--- src/rtl/cag_pkg.sv ---
package cag_pkg;
  typedef enum logic [1:0] {
    SEL_PTR  = 2'd0,
    SEL_STEP = 2'd1,
    SEL_LEN  = 2'd2,
    SEL_BASE = 2'd3
  } cag_sel_e;
endpackage

--- src/rtl/cag_regbank.sv ---
module cag_regbank #(
  parameter int AW   = 14,
  parameter int NREG = 4,
  localparam int IW  = (NREG > 1) ? $clog2(NREG) : 1
) (
  input  logic                      clk,
  input  logic                      rst,
  input  logic                      we,
  input  logic [IW-1:0]             widx,
  input  logic [AW-1:0]             wdata,
  output logic [NREG-1:0][AW-1:0]   q_all
);
  genvar gi;
  generate
    for (gi = 0; gi < NREG; gi++) begin : g_reg
      always_ff @(posedge clk) begin
        if (rst) begin
          q_all[gi] <= '0;
        end else if (we && (widx == IW'(gi))) begin
          q_all[gi] <= wdata;
        end
      end
    end
  endgenerate
endmodule

--- src/rtl/cag_ptr_bank.sv ---
module cag_ptr_bank #(
  parameter int AW   = 14,
  parameter int NREG = 4,
  localparam int IW  = (NREG > 1) ? $clog2(NREG) : 1
) (
  input  logic                      clk,
  input  logic                      rst,
  input  logic                      we,
  input  logic [IW-1:0]             widx,
  input  logic [AW-1:0]             wdata,
  input  logic                      upd_en,
  input  logic [IW-1:0]             upd_idx,
  input  logic [AW-1:0]             upd_val,
  output logic [NREG-1:0][AW-1:0]   q_all
);
  genvar gi;
  generate
    for (gi = 0; gi < NREG; gi++) begin : g_ptr
      always_ff @(posedge clk) begin
        if (rst) begin
          q_all[gi] <= '0;
        end else if (we && (widx == IW'(gi))) begin
          q_all[gi] <= wdata;          // software write takes precedence
        end else if (upd_en && (upd_idx == IW'(gi))) begin
          q_all[gi] <= upd_val;
        end
      end
    end
  endgenerate
endmodule

--- src/rtl/cag_wrap.sv ---
module cag_wrap #(
  parameter int AW  = 14,
  localparam int XW = AW + 2
) (
  input  logic [AW-1:0] cur,
  input  logic [AW-1:0] step,
  input  logic [AW-1:0] base,
  input  logic [AW-1:0] len,
  output logic [AW-1:0] nxt
);
  logic signed [XW-1:0] cur_x, step_x, base_x, end_x, len_x, raw, fold;

  always_comb begin
    cur_x  = $signed({2'b00, cur});
    step_x = $signed({{2{step[AW-1]}}, step});
    base_x = $signed({2'b00, base});
    len_x  = $signed({2'b00, len});
    end_x  = base_x + len_x;
    raw    = cur_x + step_x;
    if (len == '0) begin
      fold = raw;
    end else if (raw >= end_x) begin
      fold = raw - len_x;
    end else if (raw < base_x) begin
      fold = raw + len_x;
    end else begin
      fold = raw;
    end
    nxt = fold[AW-1:0];
  end
endmodule

--- src/rtl/circ_addr_gen.sv ---
module circ_addr_gen #(
  parameter int AW   = 14,
  parameter int NREG = 4,
  localparam int IW  = (NREG > 1) ? $clog2(NREG) : 1
) (
  input  logic          clk,
  input  logic          rst,
  input  logic          wr_en,
  input  logic [1:0]    wr_sel,
  input  logic [IW-1:0] wr_idx,
  input  logic [AW-1:0] wr_data,
  input  logic          acc_en,
  input  logic [IW-1:0] acc_ptr,
  input  logic [IW-1:0] acc_mod,
  output logic          addr_valid,
  output logic [AW-1:0] addr_out
);
  import cag_pkg::*;

  cag_sel_e sel;
  logic we_ptr, we_step, we_len, we_base;
  logic [NREG-1:0][AW-1:0] ptr_q, mod_q, len_q, base_q;
  logic [AW-1:0] cur_ptr, next_ptr;

  always_comb begin
    sel     = cag_sel_e'(wr_sel);
    we_ptr  = wr_en && (sel == SEL_PTR);
    we_step = wr_en && (sel == SEL_STEP);
    we_len  = wr_en && (sel == SEL_LEN);
    we_base = wr_en && ((sel == SEL_BASE) || (sel == SEL_PTR));
  end

  cag_ptr_bank #(.AW(AW), .NREG(NREG)) u_ptr (
    .clk(clk), .rst(rst), .we(we_ptr), .widx(wr_idx), .wdata(wr_data),
    .upd_en(acc_en), .upd_idx(acc_ptr), .upd_val(next_ptr), .q_all(ptr_q)
  );
  cag_regbank #(.AW(AW), .NREG(NREG)) u_step (
    .clk(clk), .rst(rst), .we(we_step), .widx(wr_idx), .wdata(wr_data), .q_all(mod_q)
  );
  cag_regbank #(.AW(AW), .NREG(NREG)) u_len (
    .clk(clk), .rst(rst), .we(we_len), .widx(wr_idx), .wdata(wr_data), .q_all(len_q)
  );
  cag_regbank #(.AW(AW), .NREG(NREG)) u_base (
    .clk(clk), .rst(rst), .we(we_base), .widx(wr_idx), .wdata(wr_data), .q_all(base_q)
  );

  assign cur_ptr = ptr_q[acc_ptr];

  cag_wrap #(.AW(AW)) u_wrap (
    .cur(cur_ptr), .step(mod_q[acc_mod]), .base(base_q[acc_ptr]),
    .len(len_q[acc_ptr]), .nxt(next_ptr)
  );

  always_ff @(posedge clk) begin
    if (rst) begin
      addr_valid <= 1'b0;
      addr_out   <= '0;
    end else begin
      addr_valid <= acc_en;
      if (acc_en) addr_out <= cur_ptr;
    end
  end
endmodule

--- config.mk ---
export PLATFORM = sky130hd
export DESIGN_NAME = circ_addr_gen
export DESIGN_NICKNAME = d
export VERILOG_FILES = /design/src/rtl/cag_pkg.sv /design/src/rtl/cag_regbank.sv /design/src/rtl/cag_ptr_bank.sv /design/src/rtl/cag_wrap.sv /design/src/rtl/circ_addr_gen.sv
export SDC_FILE = /design/constraint.sdc
export NUM_CORES = 1
export LEC_CHECK = 0
export BUFFER_PORTS_ARGS = -buffer_cell sky130_fd_sc_hd__buf_2
export CAP_MARGIN = 20
export CELL_PAD_IN_SITES_DETAIL_PLACEMENT = 1
export CELL_PAD_IN_SITES_GLOBAL_PLACEMENT = 2
export CORE_MARGIN = 5
export CORE_UTILIZATION = 35
export DETAILED_ROUTE_END_ITERATION = 6
export PLACE_DENSITY_LB_ADDON = 0.1
export SLEW_MARGIN = 20
export SYNTH_ARGS = -nofsm -noshare
export SYNTH_HDL_FRONTEND = slang
export SYNTH_SLANG_ARGS = --single-unit
--- constraint.sdc ---
create_clock -name clk -period 6.25 [get_ports clk]
set_input_delay 0.3125 -clock clk [delete_from_list [all_inputs] [get_ports clk]]
set_output_delay 0.3125 -clock clk [all_outputs]
set_load 0.02 [all_outputs]
Word level (Yosys, flattened, before mapping)
Cells that the tools add are included.
{"block": "op_classes", "order_cmp": 4, "eq_ne": 9, "n_reduce_logical": 33, "add_sub_neg": 4, "mux": 19}
{"cell": "2-to-1 mux 14 bit", "count": 15}
{"cell": "binary-select mux 14 bit (select 2 bit)", "count": 4}
{"cell": "logical AND 1 bit", "count": 24}
{"cell": "adder 15 x 14 -> 16 bit", "count": 1}
{"cell": ">= comparator 16 bit", "count": 1}
{"cell": "< comparator 16 x 15 -> 1 bit", "count": 1}
{"cell": "adder 14 x 14 -> 15 bit", "count": 1}
{"cell": "adder 14 bit", "count": 1}
{"cell": "logical NOT 14 bit", "count": 1}
{"cell": "subtractor 14 bit", "count": 1}
{"cell": "== test 2 bit (second input constant)", "count": 6}
{"cell": "nonzero test 2 bit", "count": 4}
{"cell": "== test 2 x 1 -> 1 bit (second input constant)", "count": 3}
{"cell": "logical NOT 2 bit", "count": 3}
{"cell": "< comparator 2 x 3 -> 1 bit (second input constant)", "count": 2}
{"cell": "logical OR 1 bit", "count": 1}
{"block": "totals", "regBits": 239, "out_inout_bits": 15, "word_cells": 87, "in_bits": 26}

Longest topological paths before layout
Gate-level depths: netlist (run 1).
{"block": "logic_depth", "depth_word": 9, "depth_mapped": 26, "mapped_depth_nobuf": 22}

By module
Synthesis (run 1) repeated with hierarchy kept, for this count alone.
{"block": "hier_totals", "hier_cells": 1537, "area_unflattened_um2": 15041.9}
{"module": "cag_regbank", "seq_area_each_um2": 1121.1, "instances": 3, "area_each_um2": 2250.9, "cells_per_inst": 201}
{"module": "cag_wrap", "seq_area_each_um2": 0.0, "instances": 1, "area_each_um2": 3508.4, "cells_per_inst": 478}
{"module": "cag_ptr_bank", "seq_area_each_um2": 1121.1, "instances": 1, "area_each_um2": 2597.5, "cells_per_inst": 298}
{"module": "circ_addr_gen", "seq_area_each_um2": 300.3, "instances": 1, "area_each_um2": 2183.3, "cells_per_inst": 158}

Worst setup path before layout (run 1)
Ideal clock, no wire load.
{"block": "synth_timing", "kind": "input -> register", "startpoint": "input acc_ptr[0]", "endpoint": "register u_ptr.q_all[45] (netlist name)", "setup_slack_ps": -369, "arrival_ps": 6530, "required_time_ps": 6162, "path_buffers": 4, "setup_time_ps": 88, "stages": 24, "cell_sequence": "buf_2 -> buf_2 -> buf_1 -> mux4_2 -> ha_1 -> fa_1 -> a21o_1 -> a221oi_1 -> o21bai_1 -> a21oi_1 -> xnor2_1 -> ha_1 -> nand2_1 -> nor2_1 -> a2111oi_0 -> a31oi_1 -> a2111oi_0 -> o221ai_1 -> a21o_1 -> and2_1 -> buf_6 -> o32a_1 -> a21o_1 -> a311oi_2"}
{"block": "synth_between", "elab_chain_len": 9, "word_cells_on_any_way": 21, "cone_classes": "add/sub (4); order compare (2); eq/ne (1); mux (11); reduce/logical (3)"}
{"item": "from (decl)", "line_no": "circ_addr_gen.sv:13", "text": "input logic [IW-1:0] acc_ptr,"}
{"item": "binary-select mux 14 bit (select 2 bit) (*)", "line_no": "circ_addr_gen.sv:47", "text": "assign cur_ptr = ptr_q[acc_ptr];"}
{"item": "2-to-1 mux 14 bit (implied by the code) (*)", "line_no": "circ_addr_gen.sv:47"}
{"item": "named net cur_ptr[0]", "line_no": "circ_addr_gen.sv:23", "text": "logic [AW-1:0] cur_ptr, next_ptr;"}
{"item": "adder 15 x 14 -> 16 bit (*)", "line_no": "cag_wrap.sv:19", "text": "raw = cur_x + step_x;"}
{"item": "adder 14 bit or < comparator 16 x 15 -> 1 bit (tied branches)", "line_no": "cag_wrap.sv:25, cag_wrap.sv:24"}
{"item": "2-to-1 mux 14 bit", "line_no": "cag_wrap.sv:24", "text": "end else if (raw < base_x) begin"}
{"item": "2-to-1 mux 14 bit", "line_no": "cag_wrap.sv:22", "text": "end else if (raw >= end_x) begin"}
{"item": "2-to-1 mux 14 bit (*)", "line_no": "cag_wrap.sv:20", "text": "if (len == '0) begin"}
{"item": "2-to-1 mux 14 bit (*)", "line_no": "cag_ptr_bank.sv:24", "text": "end else if (upd_en && (upd_idx == IW'(gi))) begin"}
{"item": "2-to-1 mux 14 bit (*)", "line_no": "cag_ptr_bank.sv:22", "text": "end else if (we && (widx == IW'(gi))) begin"}
{"item": "to (signal, indexed assignment)", "line_no": "cag_ptr_bank.sv:23", "text": "q_all[gi] <= wdata;"}
{"item": "to (signal, indexed assignment)", "line_no": "cag_ptr_bank.sv:25", "text": "q_all[gi] <= upd_val;"}
{"item": "to (decl)", "line_no": "cag_ptr_bank.sv:14", "text": "output logic [NREG-1:0][AW-1:0] q_all"}
The timed path passes the listed nets; every way through them passes the cells marked *. The select of a mux whose other input is x is not followed.
A chain may end at the register's enable or synchronous reset.

Worst setup path after layout (run 1)
{"block": "layout_timing", "startpoint": "register u_ptr.q_all[42] (netlist name)", "endpoint": "register u_ptr.q_all[50] (netlist name)"}
{"block": "layout_between", "elab_chain_len": 9, "word_cells_on_any_way": 12, "cone_classes": "add/sub (3); order compare (2); mux (7)"}
{"item": "binary-select mux 14 bit (select 2 bit) (*)", "line_no": "circ_addr_gen.sv:47"}
{"item": "2-to-1 mux 14 bit (implied by the code) (*)", "line_no": "circ_addr_gen.sv:47"}
{"item": "named net cur_ptr[0]", "line_no": "circ_addr_gen.sv:23"}
{"item": "adder 15 x 14 -> 16 bit (*)", "line_no": "cag_wrap.sv:19"}
{"item": "adder 14 bit or < comparator 16 x 15 -> 1 bit (tied branches)", "line_no": "cag_wrap.sv:25, cag_wrap.sv:24"}
{"item": "2-to-1 mux 14 bit", "line_no": "cag_wrap.sv:24"}
{"item": "2-to-1 mux 14 bit", "line_no": "cag_wrap.sv:22"}
{"item": "2-to-1 mux 14 bit (*)", "line_no": "cag_wrap.sv:20"}
{"item": "2-to-1 mux 14 bit (*)", "line_no": "cag_ptr_bank.sv:24"}
{"item": "2-to-1 mux 14 bit (*)", "line_no": "cag_ptr_bank.sv:22"}
Marks and branches as above.

==> metrics list, run 1 <==
* Number of synthesized register bits: 239
- For this design, the CTS-stage hold fixing added 0 buffers.
- Share of flip-flops with an asynchronous set or reset after synthesis: 0%
- Global-route wire length before repair: 80.65 mm
- Across all hold checks on the routed design, the worst slack comes to 0.1713 ns.
- No sink is reached through more buffers than the 3 on the longest clock path.
- Sequential cells were found to cover 35.09% of the synthesized design area.
- Clock-pin slew reported for the worst setup and hold paths after clock tree synthesis: 0.07 ns
- Post-route antenna net violation count: 0
- Number of buffers created by CTS: 28
- Critical Path Fanout Max: 4
- The worst register-to-register path has a depth of 24.
- The synthesized design contains 0 enable-type register cells.
- End of the worst register-to-register path: u_ptr.q_all[50]
- Final non-filler cell area: 15780 um2
- Slew Limit Fails: 0
- The floorplan step set the die height to 207.4 um.
- Critical path class: reg2reg
- Mapped Nets: 1757
- Number of top-level pins: 41
- Count of filler cells inserted in the layout: 4577
* Area of placed instances: 14710 um2
* Power per cell area: 267.4 nW/um2
- Global routing consumed, over all layers together, 23.72% of the routing resources.
- For the worst setup path, the data required time is 6.72 ns.
- Critical Path Source: u_ptr.q_all[42]
* Buffers added on ports: 40
- Actual transition at the worst max-transition pin: 1.084 ns
- Top cell type's share of synthesized area: 35.09%
* Worst-skew pair later-pin latency: 0.57 ns
- Average vias per placed instance: 5.660
- Walking the worst path, the cells encountered are mux4_2 -> ha_1 -> fa_1 -> a21o_1 -> a221oi_1 -> buf_4 -> o21bai_1 -> a21oi_2 -> xnor2_2 -> ha_1 -> nand2_1 -> nor2_1 -> a2111oi_2 -> buf_4 -> a31oi_1 -> a2111oi_2 -> buf_4 -> o221ai_1 -> a21o_1 -> and2_1 -> buf_4 -> a2bb2oi_1 -> a21o_1 -> a311oi_1.
- Maximum single-stage delay on the critical path: 0.50 ns
- The initialized floorplan defines 72 standard-cell rows.
- The detailed router finished its first iteration with 767 violations.
* Post-Synthesis Cell Area: 13640 um2
- The startpoint identified for the worst register-to-register timing path is u_ptr.q_all[42].
- In this run the clock root is driven by a sky130_fd_sc_hd__clkbuf_16.
- Max stage delay cell, worst path: sky130_fd_sc_hd__mux4_2
- Period utilization: 94.13%
* Antenna violations before repair: 0
* Area of the multi-input gates: 8298 um2
* Routed Wire Length: 53.37 mm
* Startpoint kind of the worst setup timing path: flop
- The number of global-route vias before repair came to 12.95k.
- Grt ovf: 0
* Total number of H-tree levels: 1
- Layout overhead on the synthesized area: 15.73%
- Setup violations remaining at the end of the flow were counted as 0.
* Count of maximum capacitance violations: 0
* Number of remaining DRC errors: 0
* Worst hold-check path type: in2reg
* Most prevalent standard cell on the critical path: sky130_fd_sc_hd__buf_4
- For this run, the leading register cell type out of synthesis is sky130_fd_sc_hd__dfxtp_1.
- Counting every instance in the synthesized netlist gives 1644.
- Shortest clock period the worst path allows after layout: 5.883 ns
- Relative slew slack: 27.48%
- Fmax: 0.1700 GHz
- During synthesis, Yosys emitted a total of 0 warnings.
* Pin count of the biggest net entering global routing: 74
- Total half-perimeter wirelength after legalization and detailed placement: 38.10 mm
* RePlAce Congestion: 0.8946
- The clock arrives with 0.03069 ns of skew.
* Cell type with the largest total area after synthesis: sky130_fd_sc_hd__dfxtp_1
* Final routed wire length divided by cell count: 23.92 um
* Proportion of layout cells with a drive suffix above 1: 14.89%
* Count of unique library cells instantiated by Yosys: 75
- Before antenna repair, the detailed router went through 5 iterations.
- TritonCTS built the clock tree.
- IR analysis of the VDD net gives a maximum drop of 0.0002035 V.
* Largest cells by area after synthesis: sky130_fd_sc_hd__dfxtp_1 35%, sky130_fd_sc_hd__nand2_1 11%, sky130_fd_sc_hd__mux4_2 9.2%
- Die X-Extent: 207.4 um
- Worst Min Path Start: rst
- The most critical setup path has its endpoint at u_ptr.q_all[50].
- Area enclosed by the die boundary: 43010 um2
- A synthesized cell averages 8.294 um2.
- The tree built by TritonCTS fans out to 239 sinks.
- STA classifies the critical path endpoint as a flop.
- For this configuration, the core starts out at a cell density of 35.36%.
- The final hold violation count is 0.
- FF+latch area: 4785 um2
- Across all layers, the routed design uses 12.63k vias.
* Area of the core: 38560 um2
- Timing analysis after detailed placement gives a worst setup slack of -0.07866 ns.
- For this run, the post-layout net count is 1804.
- Worst setup slack after layout: 0.3667 ns
- Data arrival time of the critical path: 6.36 ns
- The flow ran to the end, and the final reports show no timing, DRC or antenna violations.
- In this run the static leakage power is 0.005866 uW.
- Worst setup slack for register-to-register paths: 0.37 ns
==> synthesized netlist by cell type, types with 26 or more instances <==
cell and number:
sky130_fd_sc_hd__nand2_1 383, sky130_fd_sc_hd__dfxtp_1 239, sky130_fd_sc_hd__a21oi_1 236, sky130_fd_sc_hd__clkbuf_1 96
sky130_fd_sc_hd__nor2_1 91, sky130_fd_sc_hd__ha_1 83, sky130_fd_sc_hd__mux4_2 56, sky130_fd_sc_hd__inv_1 49
sky130_fd_sc_hd__o21ai_0 42, sky130_fd_sc_hd__o22ai_1 33, sky130_fd_sc_hd__xnor2_1 28, sky130_fd_sc_hd__nand3_1 26
==> cell families (layout without fill, tap and decap cells) <==
logic type      count (synthesis)  after routing  share of synthesized area, %
compound gates                464            464                         21.15
xor+xnor                       36             36                         2.505
fa+ha+maj                      87             87                         8.203
buf+inv                       158            226                         4.450
flops                         239            239                         35.09
mux                            73             73                         10.51
other cells                     0              1                             0
simple gates                  587            587                         18.10
==> power breakdown <==
part | internal (uW) | switching (uW)
Clock | 1100 | 692
Combinational | 312 | 526
Sequential | 1570 | 23.4
Total | 2980 | 1240
==> metal layers <==
layer / up-vias / GRT usage (%) / routed length [um]
met3: 71 / 3.325 / 2434
met4: 0 / 5.860 / 1313
met1: 6304 / 33.00 / 24890
met5: - / 0 / 0
met2: 290 / 39.15 / 24740
li1: 5963 / - / -
==> critical path: cells and delay by family (launching register included) <==
kind,cells,cell delay [ns]
buffers and inverters,4,0.71
AO/OA/AOI/OAI,12,2.70
adder cells (fa/ha/maj),3,0.99
AND/OR/NAND/NOR,3,0.36
XOR/XNOR,1,0.18
flip-flops,1,0.34
multiplexers,1,0.50
==> cell usage in the layout, fill, tap and decap left out, types with 20 or more instances in the layout <==
cell type,netlist,final
sky130_fd_sc_hd__buf_2,5,39
sky130_fd_sc_hd__inv_1,49,49
sky130_fd_sc_hd__buf_4,0,83
sky130_fd_sc_hd__mux4_2,56,56
sky130_fd_sc_hd__o21ai_0,42,42
sky130_fd_sc_hd__ha_1,83,83
sky130_fd_sc_hd__dfxtp_1,239,239
sky130_fd_sc_hd__xnor2_1,28,27
sky130_fd_sc_hd__a211oi_1,20,20
sky130_fd_sc_hd__clkbuf_16,0,28
sky130_fd_sc_hd__nor2_1,91,90
sky130_fd_sc_hd__a21oi_1,236,235
sky130_fd_sc_hd__nand2_1,383,383
sky130_fd_sc_hd__nand3_1,26,26
sky130_fd_sc_hd__a311oi_1,20,20
sky130_fd_sc_hd__o22ai_1,33,33
==> flip-flops by register name (all words and copies together), names as in the netlist <==
| name | count |
|---|---|
| u_base.q_all | 56 |
| u_step.q_all | 56 |
| addr_valid | 1 |
| u_len.q_all | 56 |
| addr_out | 14 |
| u_ptr.q_all | 56 |
==> per-stage QoR <==
| stage | utilization (%) | std cells | power (uW) | TNS, ns |
|---|---|---|---|---|
| 2_1_floorplan | - | 1644 | 2115 | 0 |
| 3_3_place_gp | 38.12 | 2174 | 2423 | -0.1343 |
| 3_5_place_dp | 38.16 | 2176 | 2433 | -0.1320 |
| 4_1_cts | 40.77 | 2227 | 4240 | 0 |
| 5_1_grt | 40.92 | 2230 | 4375 | -0.005767 |
| 6_report | 40.93 | 2231 | 4220 | 0 |
==> worst min path at each step <==
stage / depth (start not counted) / slack, ns / to
floorplan: 2 / 0.43 / u_base.q_all[28]
detailed placement: 2 / 0.45 / u_base.q_all[41]
finish: 2 / 0.17 / addr_out[0]
CTS: 2 / 0.14 / addr_out[0]
global route: 3 / 0.17 / u_step.q_all[14]
global placement: 2 / 0.44 / u_len.q_all[26]
==> layout make-up <==
type	instances	share of cell area, %
flip-flops and latches	239	30.32
diodes	1	0.01586
well taps	518	4.107
multi-input cells	1247	52.58
repair buffers	124	5.384
clock buffers	39	5.082
inverters	51	1.213
clock inverters	12	1.292
==> timing repair <==
action                                  in CTS  in global routing
endpoints found under the setup margin       0                 54
gates resized for setup                      0                  7
buffers inserted                             0                  1
Note: power is estimated with default switching activity, not from simulation.
==> inputs of run 2 (changes only) <==
- ABC_AREA: unset -> 0
- PLACE_DENSITY: unset -> 0.86
- PLACE_DENSITY_LB_ADDON: 0.1 -> unset
- clock period: 6.25 -> 5.1 ns (I/O delays scaled with it)
==> run 2 against run 1 <==
The run now ends with setup timing left; combinational power grew 56%; via count increased by 6.4%; flip-flop and latch count unchanged; utilization up 3.4 points; global-route usage shrank 0.45 points; critical path depth shrank 4; clock-buffer cell count up 1; clock skew down 0.018 ns; total power up 24%.
==> metrics list, run 2 (synthesis results as in run 1) <==
- Fmax: 0.1876 GHz (was 0.1700 GHz)
- The critical path required time was 5.55 ns (was 6.72 ns).
* Average vias per placed instance: 5.799 (was 5.660)
- The number of global-route vias before repair is 13.75k (was 12.95k).
- The count of input and output buffers came to 40 (unchanged).
* Startpoint kind of the worst setup timing path: flop (unchanged)
- Clock-pin slew reported for the worst setup and hold paths after clock tree synthesis: 0.07 ns (about the same)
* Chip height: 207.4 um (unchanged)
- The post-detailed-route DRC marker count came to 0 (unchanged).
- Area of placed instances: 15330 um2 (was 14710 um2)
* Final non-filler cell area: 17080 um2 (was 15780 um2)
- The worst slack at placement was -0.6650 ns (was -0.07866 ns).
- The initial antenna violation count came to 3 (was 0).
- Final #Nets: 1895 (was 1804)
* Area enclosed by the die boundary: 43010 um2 (unchanged)
- Cell at the root of the clock tree: sky130_fd_sc_hd__clkbuf_16 (unchanged)
- Actual transition at the worst max-transition pin: 1.101 ns (was 1.084 ns)
* Critical Path Source: u_step.q_all[42] (was u_ptr.q_all[42])
- The maximum fanout count along the critical path came to 5 (was 4).
* Setup violators final: 51 (was 0)
* Endpoints failing hold: 0 (unchanged)
- Die X-Extent: 207.4 um (unchanged)
* Total half-perimeter wirelength after legalization and detailed placement: 37.08 mm (was 38.10 mm)
- The number of buffers on the longest clock path was 3 (unchanged).
- The floorplan row count was 72 (unchanged).
* Startpoint of the most critical register-to-register path: u_step.q_all[42] (was u_ptr.q_all[42])
* Total number of H-tree levels: 1 (unchanged)
- The max-slew violation count is 0 (unchanged).
- The final antenna-violating net count came to 0 (unchanged).
- Most common cell after layout, fill and taps aside: sky130_fd_sc_hd__nand2_1 (unchanged)
* Gr usage total: 23.27% (was 23.72%)
- Commonest cells after routing, fill and taps aside: 379 x sky130_fd_sc_hd__nand2_1, 237 x sky130_fd_sc_hd__dfxtp_1, 215 x sky130_fd_sc_hd__a21oi_1, 164 x sky130_fd_sc_hd__buf_4, 80 x sky130_fd_sc_hd__nor2_1 (was 383 x sky130_fd_sc_hd__nand2_1, 239 x sky130_fd_sc_hd__dfxtp_1, 235 x sky130_fd_sc_hd__a21oi_1, 90 x sky130_fd_sc_hd__nor2_1)
- The TritonCTS clock tree is yes (unchanged).
- Failing checks: setup timing
- Data arrival time of the critical path: 5.78 ns (was 6.36 ns)
- The worst IR drop on VDD came to 0.0001922 V (was 0.0002035 V).
- Total Power Consumption: 5220 uW (was 4220 uW)
- Pre-Repair DR Iteration Count: 6 (was 5)
- The clock latency of the later-clocked register in the worst-skew pair is 0.55 ns (was 0.57 ns).
- Effective utilization at floorplan: 35.36% (unchanged)
* Clk_skew: 0.01258 ns (was 0.03069 ns)
- The fraction of the cycle the final worst path needs was 104.5% (was 94.13%).
* Area of the core: 38560 um2 (unchanged)
* Pin count of the biggest net entering global routing: 156 (was 74)
- The areal power density over the cells was 305.7 nW/um2 (was 267.4 nW/um2).
- The max-cap violation count was 0 (unchanged).
- The total clock sinks came to 239 (unchanged).
- The post-cts hold buffer count was 0 (unchanged).
- The classification of the worst setup path is reg2reg (unchanged).
- Worst Min Path Start: wr_data[0] (was rst)
- Leakage component of the power: 0.006448 uW (was 0.005866 uW)
- Grt ovf: 0 (unchanged)
- Number of top-level pins: 41 (unchanged)
- Proportion of layout cells with a drive suffix above 1: 24.10% (was 14.89%)
- RSZ-0062 raised after global routing: yes
- Global-route wire length before repair: 80.00 mm (was 80.65 mm)
* RePlAce Congestion: 0.9408 (was 0.8946)
- The detail-routed net length per standard cell is 23.24 um (was 23.92 um).
- Category of the worst setup path capture point: flop (unchanged)
- The tightest slew margin relative to the limit came to 26.44% (was 27.48%).
* Layout overhead on the synthesized area: 25.23% (was 15.73%)
* Worst setup slack after layout: -0.2298 ns (was 0.3667 ns)
* Routed Wire Length: 53.84 mm (was 53.37 mm)
- The minimum period implied by the final worst setup slack was 5.330 ns (was 5.883 ns).
* Via Count: 13.44k (was 12.63k)
* Iter 0 DRT Violations: 940 (was 767)
- Worst hold-check path type: in2reg (unchanged)
- Result of the run: finished with violations (was finished, final reports clean)
- The number of CTS-inserted buffers is 27 (was 28).
==> run 2: cell types whose count changed in the layout (fill, tap and decap cells not counted), sizes merged <==
cell / delta
clkinv: -2
buf: +92
bufinv: -3
clkbuf: +1
diode: +1
clkinvlp: -3
==> run 2: path summary, 6_finish.rpt <==
kind	endpoint	slack [ns]	cells after the start
worst min register to register	u_step.q_all[42]	0.45	2
worst max register to register	u_ptr.q_all[45]	-0.23	20
worst min-delay path	u_base.q_all[28]	0.14	3
worst max-delay path	u_ptr.q_all[45]	-0.23	20
==> run 2: what timing repair did <==
| action | CTS | global route |
|---|---|---|
| resized for setup | 49 | 96 |
| buffers inserted | 9 | 15 |
| setup endpoints to repair | 56 | 56 |
| pin swaps | 27 | 44 |
==> run 2: area by class of cell <==
type | instances | area, um2
Fill cell | 4613 | 21480
Multi-Input combinational cell | 1247 | 8985
Sequential cell | 239 | 4787
Timing Repair Buffer | 216 | 1592
Clock buffer | 40 | 794.5
Tap cell | 518 | 648.1
Inverter | 51 | 191.4
Clock inverter | 4 | 73.82
Antenna cell | 2 | 5.005
==> run 2: power breakdown <==
part / switching [uW] / internal, uW / total [uW]
Sequential: 29.4 / 1920 / 1950
Combinational: 765 / 547 / 1310
Clock: 793 / 1160 / 1960
Total: 1590 / 3630 / 5220
==> run 2: worst max-delay path, stage by stage, from the launching register on <==
cell,delay (ns)
sky130_fd_sc_hd__dfxtp_2,0.31
sky130_fd_sc_hd__mux4_2,0.52
sky130_fd_sc_hd__ha_4,0.20
sky130_fd_sc_hd__fa_2,0.34
sky130_fd_sc_hd__a21o_1,0.20
sky130_fd_sc_hd__a221oi_2,0.33
sky130_fd_sc_hd__o21bai_1,0.13
sky130_fd_sc_hd__a21oi_2,0.21
sky130_fd_sc_hd__xnor2_2,0.19
sky130_fd_sc_hd__buf_4,0.22
sky130_fd_sc_hd__ha_4,0.21
sky130_fd_sc_hd__a21o_1,0.15
sky130_fd_sc_hd__a211o_1,0.30
sky130_fd_sc_hd__a41oi_2,0.20
sky130_fd_sc_hd__o21ai_2,0.10
sky130_fd_sc_hd__a211o_1,0.32
sky130_fd_sc_hd__a21o_1,0.24
sky130_fd_sc_hd__and2_4,0.21
sky130_fd_sc_hd__o32a_1,0.33
sky130_fd_sc_hd__a21o_1,0.25
sky130_fd_sc_hd__a311oi_2,0.27
==> run 2: per-layer routing <==
layer	global-route usage [%]	share of wire (%)	wire, um
met1	28.89	41	21870
met2	39.25	49	26240
met3	4.413	6.2	3329
met4	10.67	4.4	2382
met5	0	0.037	20
==> run 2: through the flow <==
stage,cells,TNS (ns),hold slack (ns),utilization (%)
after floorplan,1644,-4.704,0.3910,-
after global placement,2251,-20.44,0.4386,39.73
after detailed placement,2252,-29.07,0.4471,39.77
after CTS,2305,-0.4919,0.1180,42.78
after global routing,2316,-13.75,0.1366,44.28
final,2317,-4.955,0.1368,44.29
==> inputs of run 3 (changes only) <==
- CORE_UTILIZATION: 35 -> 38
- PLACE_DENSITY: 0.86 -> 0.88
- SYNTH_HIERARCHICAL: unset -> 1
==> run 3 against run 2 <==
Final cell count decreased by 0.91%; the run still ends with setup timing left; setup slack lost 0.34 ns; flip-flop and latch count did not move; clock power rose by 6%; global-route usage is 1.3 points lower; hold slack got worse by 0.073 ns; largest cell class unchanged; non-clock buffer count grew 75; critical path depth grew 5.
==> metrics list, run 3 <==
* Result of the run: finished with violations (unchanged)
- Failing checks: setup timing (unchanged).
* Via Count: 12.86k (was 13.44k)
- Actual transition at the worst max-transition pin: 1.186 ns (was 1.101 ns)
* Post-route antenna net violation count: 0 (unchanged)
* Grt ovf: 0 (unchanged)
- The share of the synthesized area in the top cell type is 31.81% (was 35.09%).
* Average vias per placed instance: 5.602 (was 5.799)
- Commonest cells after routing, fill and taps aside: 240 x sky130_fd_sc_hd__buf_4, 236 x sky130_fd_sc_hd__dfxtp_1, 218 x sky130_fd_sc_hd__nand2b_1, 210 x sky130_fd_sc_hd__mux2i_1, 85 x sky130_fd_sc_hd__nor2_1 (was 379 x sky130_fd_sc_hd__nand2_1, 237 x sky130_fd_sc_hd__dfxtp_1, 215 x sky130_fd_sc_hd__a21oi_1, 164 x sky130_fd_sc_hd__buf_4, 80 x sky130_fd_sc_hd__nor2_1)
- Mapped Avg Cell Area: 9.787 um2 (was 8.294 um2)
- The launch point of the worst hold path was wr_data[0] (unchanged).
* Shortest clock period the worst path allows after layout: 5.674 ns (was 5.330 ns)
- Area of the core: 38920 um2 (was 38560 um2)
* Startpoint kind of the worst setup timing path: flop (unchanged)
- The post-synthesis cell count was 1537 (was 1644).
- The area of all sequential standard cells was 4788 um2 (was 4787 um2).
- The number of ports placed on the die boundary came to 41 (unchanged).
- The endpoint of the worst register-to-register path is u_ptr/q_all[7] (was u_ptr.q_all[45]).
* Top-count cell post-synth: sky130_fd_sc_hd__dfxtp_1 (was sky130_fd_sc_hd__nand2_1)
- Data arrival time of the critical path: 6.07 ns (was 5.78 ns)
- The die area came to 43660 um2 (was 43010 um2).
* Total negative setup slack: -24.75 ns (was -4.955 ns)
* Proportion of layout cells with a drive suffix above 1: 30.43% (was 24.10%)
- Clock Tree Buf Depth: 3 (unchanged)
- The die outline width came to 209.0 um (was 207.4 um).
- The placer congestion estimate came to 0.8715 (was 0.9408).
- The count of flip-flops with a built-in enable after synthesis came to 0 (unchanged).
- The type of destination of the critical path was a flop (unchanged).
- Final routed wire length divided by cell count: 21.80 um (was 23.24 um)
- The fraction of the cycle the final worst path needs is 111.3% (was 104.5%).
- The class of the tightest hold or removal check is in2reg (unchanged).
- The half-perimeter wire length after placement was 36.16 mm (was 37.08 mm).
* Relative slew slack: 20.69% (was 26.44%)
- Worst reg2reg path depth: 25 (was 20)
- Critical Path RT: 5.49 ns (was 5.55 ns)
- The hold path depth is 3 (unchanged).
- Slew Limit Fails: 0 (unchanged)
- The classification of the worst setup path is reg2reg (unchanged).
* Clock-pin slew reported for the worst setup and hold paths after clock tree synthesis: 0.06 ns (was 0.07 ns)
* Cell at the root of the clock tree: sky130_fd_sc_hd__clkbuf_16 (unchanged)
- Gr usage total: 21.93% (was 23.27%)
- Clock tree from TritonCTS: yes (unchanged)
- The most frequent standard cell in the layout excluding fill and tap cells is sky130_fd_sc_hd__buf_4 (was sky130_fd_sc_hd__nand2_1).
* Fmax: 0.1762 GHz (was 0.1876 GHz)
- Cell type with the largest total area after synthesis: sky130_fd_sc_hd__dfxtp_1 (unchanged)
- The post-synthesis to final-layout area growth is 25.34% (was 25.23%).
- Number of buffers created by CTS: 27 (unchanged)
- Most instantiated cells after synthesis: 239 x sky130_fd_sc_hd__dfxtp_1, 222 x sky130_fd_sc_hd__nand2b_1, 212 x sky130_fd_sc_hd__mux2i_1 (was 383 x sky130_fd_sc_hd__nand2_1, 239 x sky130_fd_sc_hd__dfxtp_1, 236 x sky130_fd_sc_hd__a21oi_1)
* Leakage component of the power: 0.008268 uW (was 0.006448 uW)
* Setup violators final: 56 (was 51)
* Count of filler cells inserted in the layout: 4351 (was 4613)
* Number of remaining DRC errors: 0 (unchanged)
* Power per cell area: 269.2 nW/um2 (was 305.7 nW/um2)
* Chip height: 209.0 um (was 207.4 um)
* Effective utilization at floorplan: 38.65% (was 35.36%)
- Count of maximum capacitance violations: 0 (unchanged)
- Worst-skew pair later-pin latency: 0.56 ns (was 0.55 ns)
* Pre-Repair DR Iteration Count: 5 (was 6)
- VDD IR max: 0.0002087 V (was 0.0001922 V)
- The number of library cell types mapped by synthesis came to 78 (was 75).
* Critical Path Fanout Max: 5 (unchanged)
- The post-synthesis instance area is 15040 um2 (was 13640 um2).
* Hold-fix buffers at CTS: 0 (unchanged)
* Seq/Total Area, Yosys: 31.81% (was 35.09%)
* Critical Path Source: u_len/q_all[42] (was u_step.q_all[42])
* Number of diodes: 0 (was 2)
- The worst clock skew on the final layout is 0.03023 ns (was 0.01258 ns).
* Total number of H-tree levels: 1 (unchanged)
* Number of synthesized register bits: 239 (unchanged)
- Pin count of the biggest net entering global routing: 148 (was 156)
- The count of input and output buffers is 40 (unchanged).
* Final #Nets: 1870 (was 1895)
- Worst setup slack for register-to-register paths: -0.57 ns (was -0.23 ns)
* Antenna violations before repair: 1 (was 3)
- The share of flip-flops with an asynchronous set or reset was 0% (unchanged).
- The total of warnings raised by yosys came to 6 (was 0).
* Final-layout worst hold slack: 0.06384 ns (was 0.1368 ns)
* Rows: 72 (unchanged)
- Worst setup slack after layout: -0.5740 ns (was -0.2298 ns)
* Mapped Nets: 1649 (was 1757)
- The most used flip-flop cell after synthesis is sky130_fd_sc_hd__dfxtp_1 (unchanged).
* Largest cells by area after synthesis: sky130_fd_sc_hd__dfxtp_1 32%, sky130_fd_sc_hd__mux2i_1 14%, sky130_fd_sc_hd__nand2b_1 9.2% (was sky130_fd_sc_hd__dfxtp_1 35%, sky130_fd_sc_hd__nand2_1 11%, sky130_fd_sc_hd__mux4_2 9.2%)
- The number of global-route vias before repair was 14.12k (was 13.75k).
- WHS Endpoint: u_ptr/q_all[14] (was u_base.q_all[28])
* Endpoints failing hold: 0 (unchanged)
- The footprint of the multi-input gates is 10110 um2 (was 8985 um2).
- The starting DRC count in detailed routing is 721 (was 940).
- The first-pass GRT wire length was 78.16 mm (was 80.00 mm).
- RSZ-0062 raised after global routing: yes (unchanged).
- Routed Wire Length: 50.05 mm (was 53.84 mm)
- Number of sinks on the clock net: 239 (unchanged)
- Startpoint of the most critical register-to-register path: u_len/q_all[42] (was u_step.q_all[42])
[run 3: cell families after synthesis]
group                    share of synthesized area [%]
XOR/XNOR                                         2.504
AO/OA/AOI/OAI                                    11.82
multiplexers                                     20.40
adder cells (fa/ha/maj)                          7.428
flip-flops                                       31.81
AND/OR/NAND/NOR                                  21.26
buffers and inverters                            4.783
[run 3: how the worst max path moves through the flow]
stage | end | slack (ns) | cells after the start
2_1_floorplan | u_ptr/q_all[45] | -0.28 | 27
3_3_place_gp | u_ptr/q_all[43] | -0.61 | 26
3_5_place_dp | u_ptr/q_all[17] | -0.89 | 28
4_1_cts | u_ptr/q_all[17] | -0.49 | 25
5_1_grt | u_ptr/q_all[7] | -0.73 | 31
6_report | u_ptr/q_all[7] | -0.57 | 25
[run 3: metal layers]
layer	vias to the layer above	wire length, um	GRT usage, %
li1	6006	-	-
met4	2	1769	7.808
met1	6483	21430	27.06
met3	105	1641	2.265
met2	267	25190	39.69
met5	-	13	0
[run 3: report_power, final]
part,switching (uW),internal [uW]
Sequential,26.9,1910
Combinational,567,499
Clock,823,1250
Total,1420,3660
[run 3: timing repair]
item | 4_1_cts | 5_1_grt
endpoints found under the setup margin | 56 | 56
pin swaps | 26 | 37
gates resized for setup | 45 | 31
buffers inserted | 23 | 4
[run 3: stage by stage]
step / area, um2 / power, uW / instances / utilization [%] / setup WS (ns)
finish: 18850 / 5076 / 2296 / 48.45 / -0.5740
global route: 18850 / 5262 / 2296 / 48.45 / -0.7349
CTS: 18700 / 5071 / 2293 / 48.04 / -0.4923
detailed placement: 17370 / 2910 / 2221 / 44.63 / -0.8863
global placement: 17370 / 2875 / 2221 / 44.63 / -0.6051
floorplan: 15330 / 2572 / 1537 / - / -0.2783
[run 3: area by class of cell]
class	instances	share of cell area, %
flip-flops and latches	239	25.40
clock buffers	36	4.028
repair buffers	291	11.48
inverters	55	1.095
well taps	518	3.438
clock inverters	13	0.9490
multi-input cells	1144	53.61
[run 3: worst max-delay path, stage by stage (launching register included)]
cell                       delay [ns]
sky130_fd_sc_hd__dfxtp_2         0.32
sky130_fd_sc_hd__mux4_2          0.51
sky130_fd_sc_hd__ha_4            0.19
sky130_fd_sc_hd__fa_2            0.36
sky130_fd_sc_hd__a21o_1          0.21
sky130_fd_sc_hd__a21oi_2         0.17
sky130_fd_sc_hd__o21bai_1        0.11
sky130_fd_sc_hd__a21oi_2         0.17
sky130_fd_sc_hd__o21bai_1        0.10
sky130_fd_sc_hd__a21oi_2         0.16
sky130_fd_sc_hd__nor2b_1         0.08
sky130_fd_sc_hd__o21a_1          0.20
sky130_fd_sc_hd__o41a_1          0.35
sky130_fd_sc_hd__xnor2_1         0.15
sky130_fd_sc_hd__ha_1            0.31
sky130_fd_sc_hd__o211ai_1        0.09
sky130_fd_sc_hd__nor2_1          0.06
sky130_fd_sc_hd__a221o_1         0.31
sky130_fd_sc_hd__o2111a_2        0.29
sky130_fd_sc_hd__o21ai_4         0.21
sky130_fd_sc_hd__a31oi_4         0.20
sky130_fd_sc_hd__buf_6           0.17
sky130_fd_sc_hd__o221a_1         0.27
sky130_fd_sc_hd__nor2b_4         0.15
sky130_fd_sc_hd__a221oi_2        0.31
sky130_fd_sc_hd__nor3_1          0.07
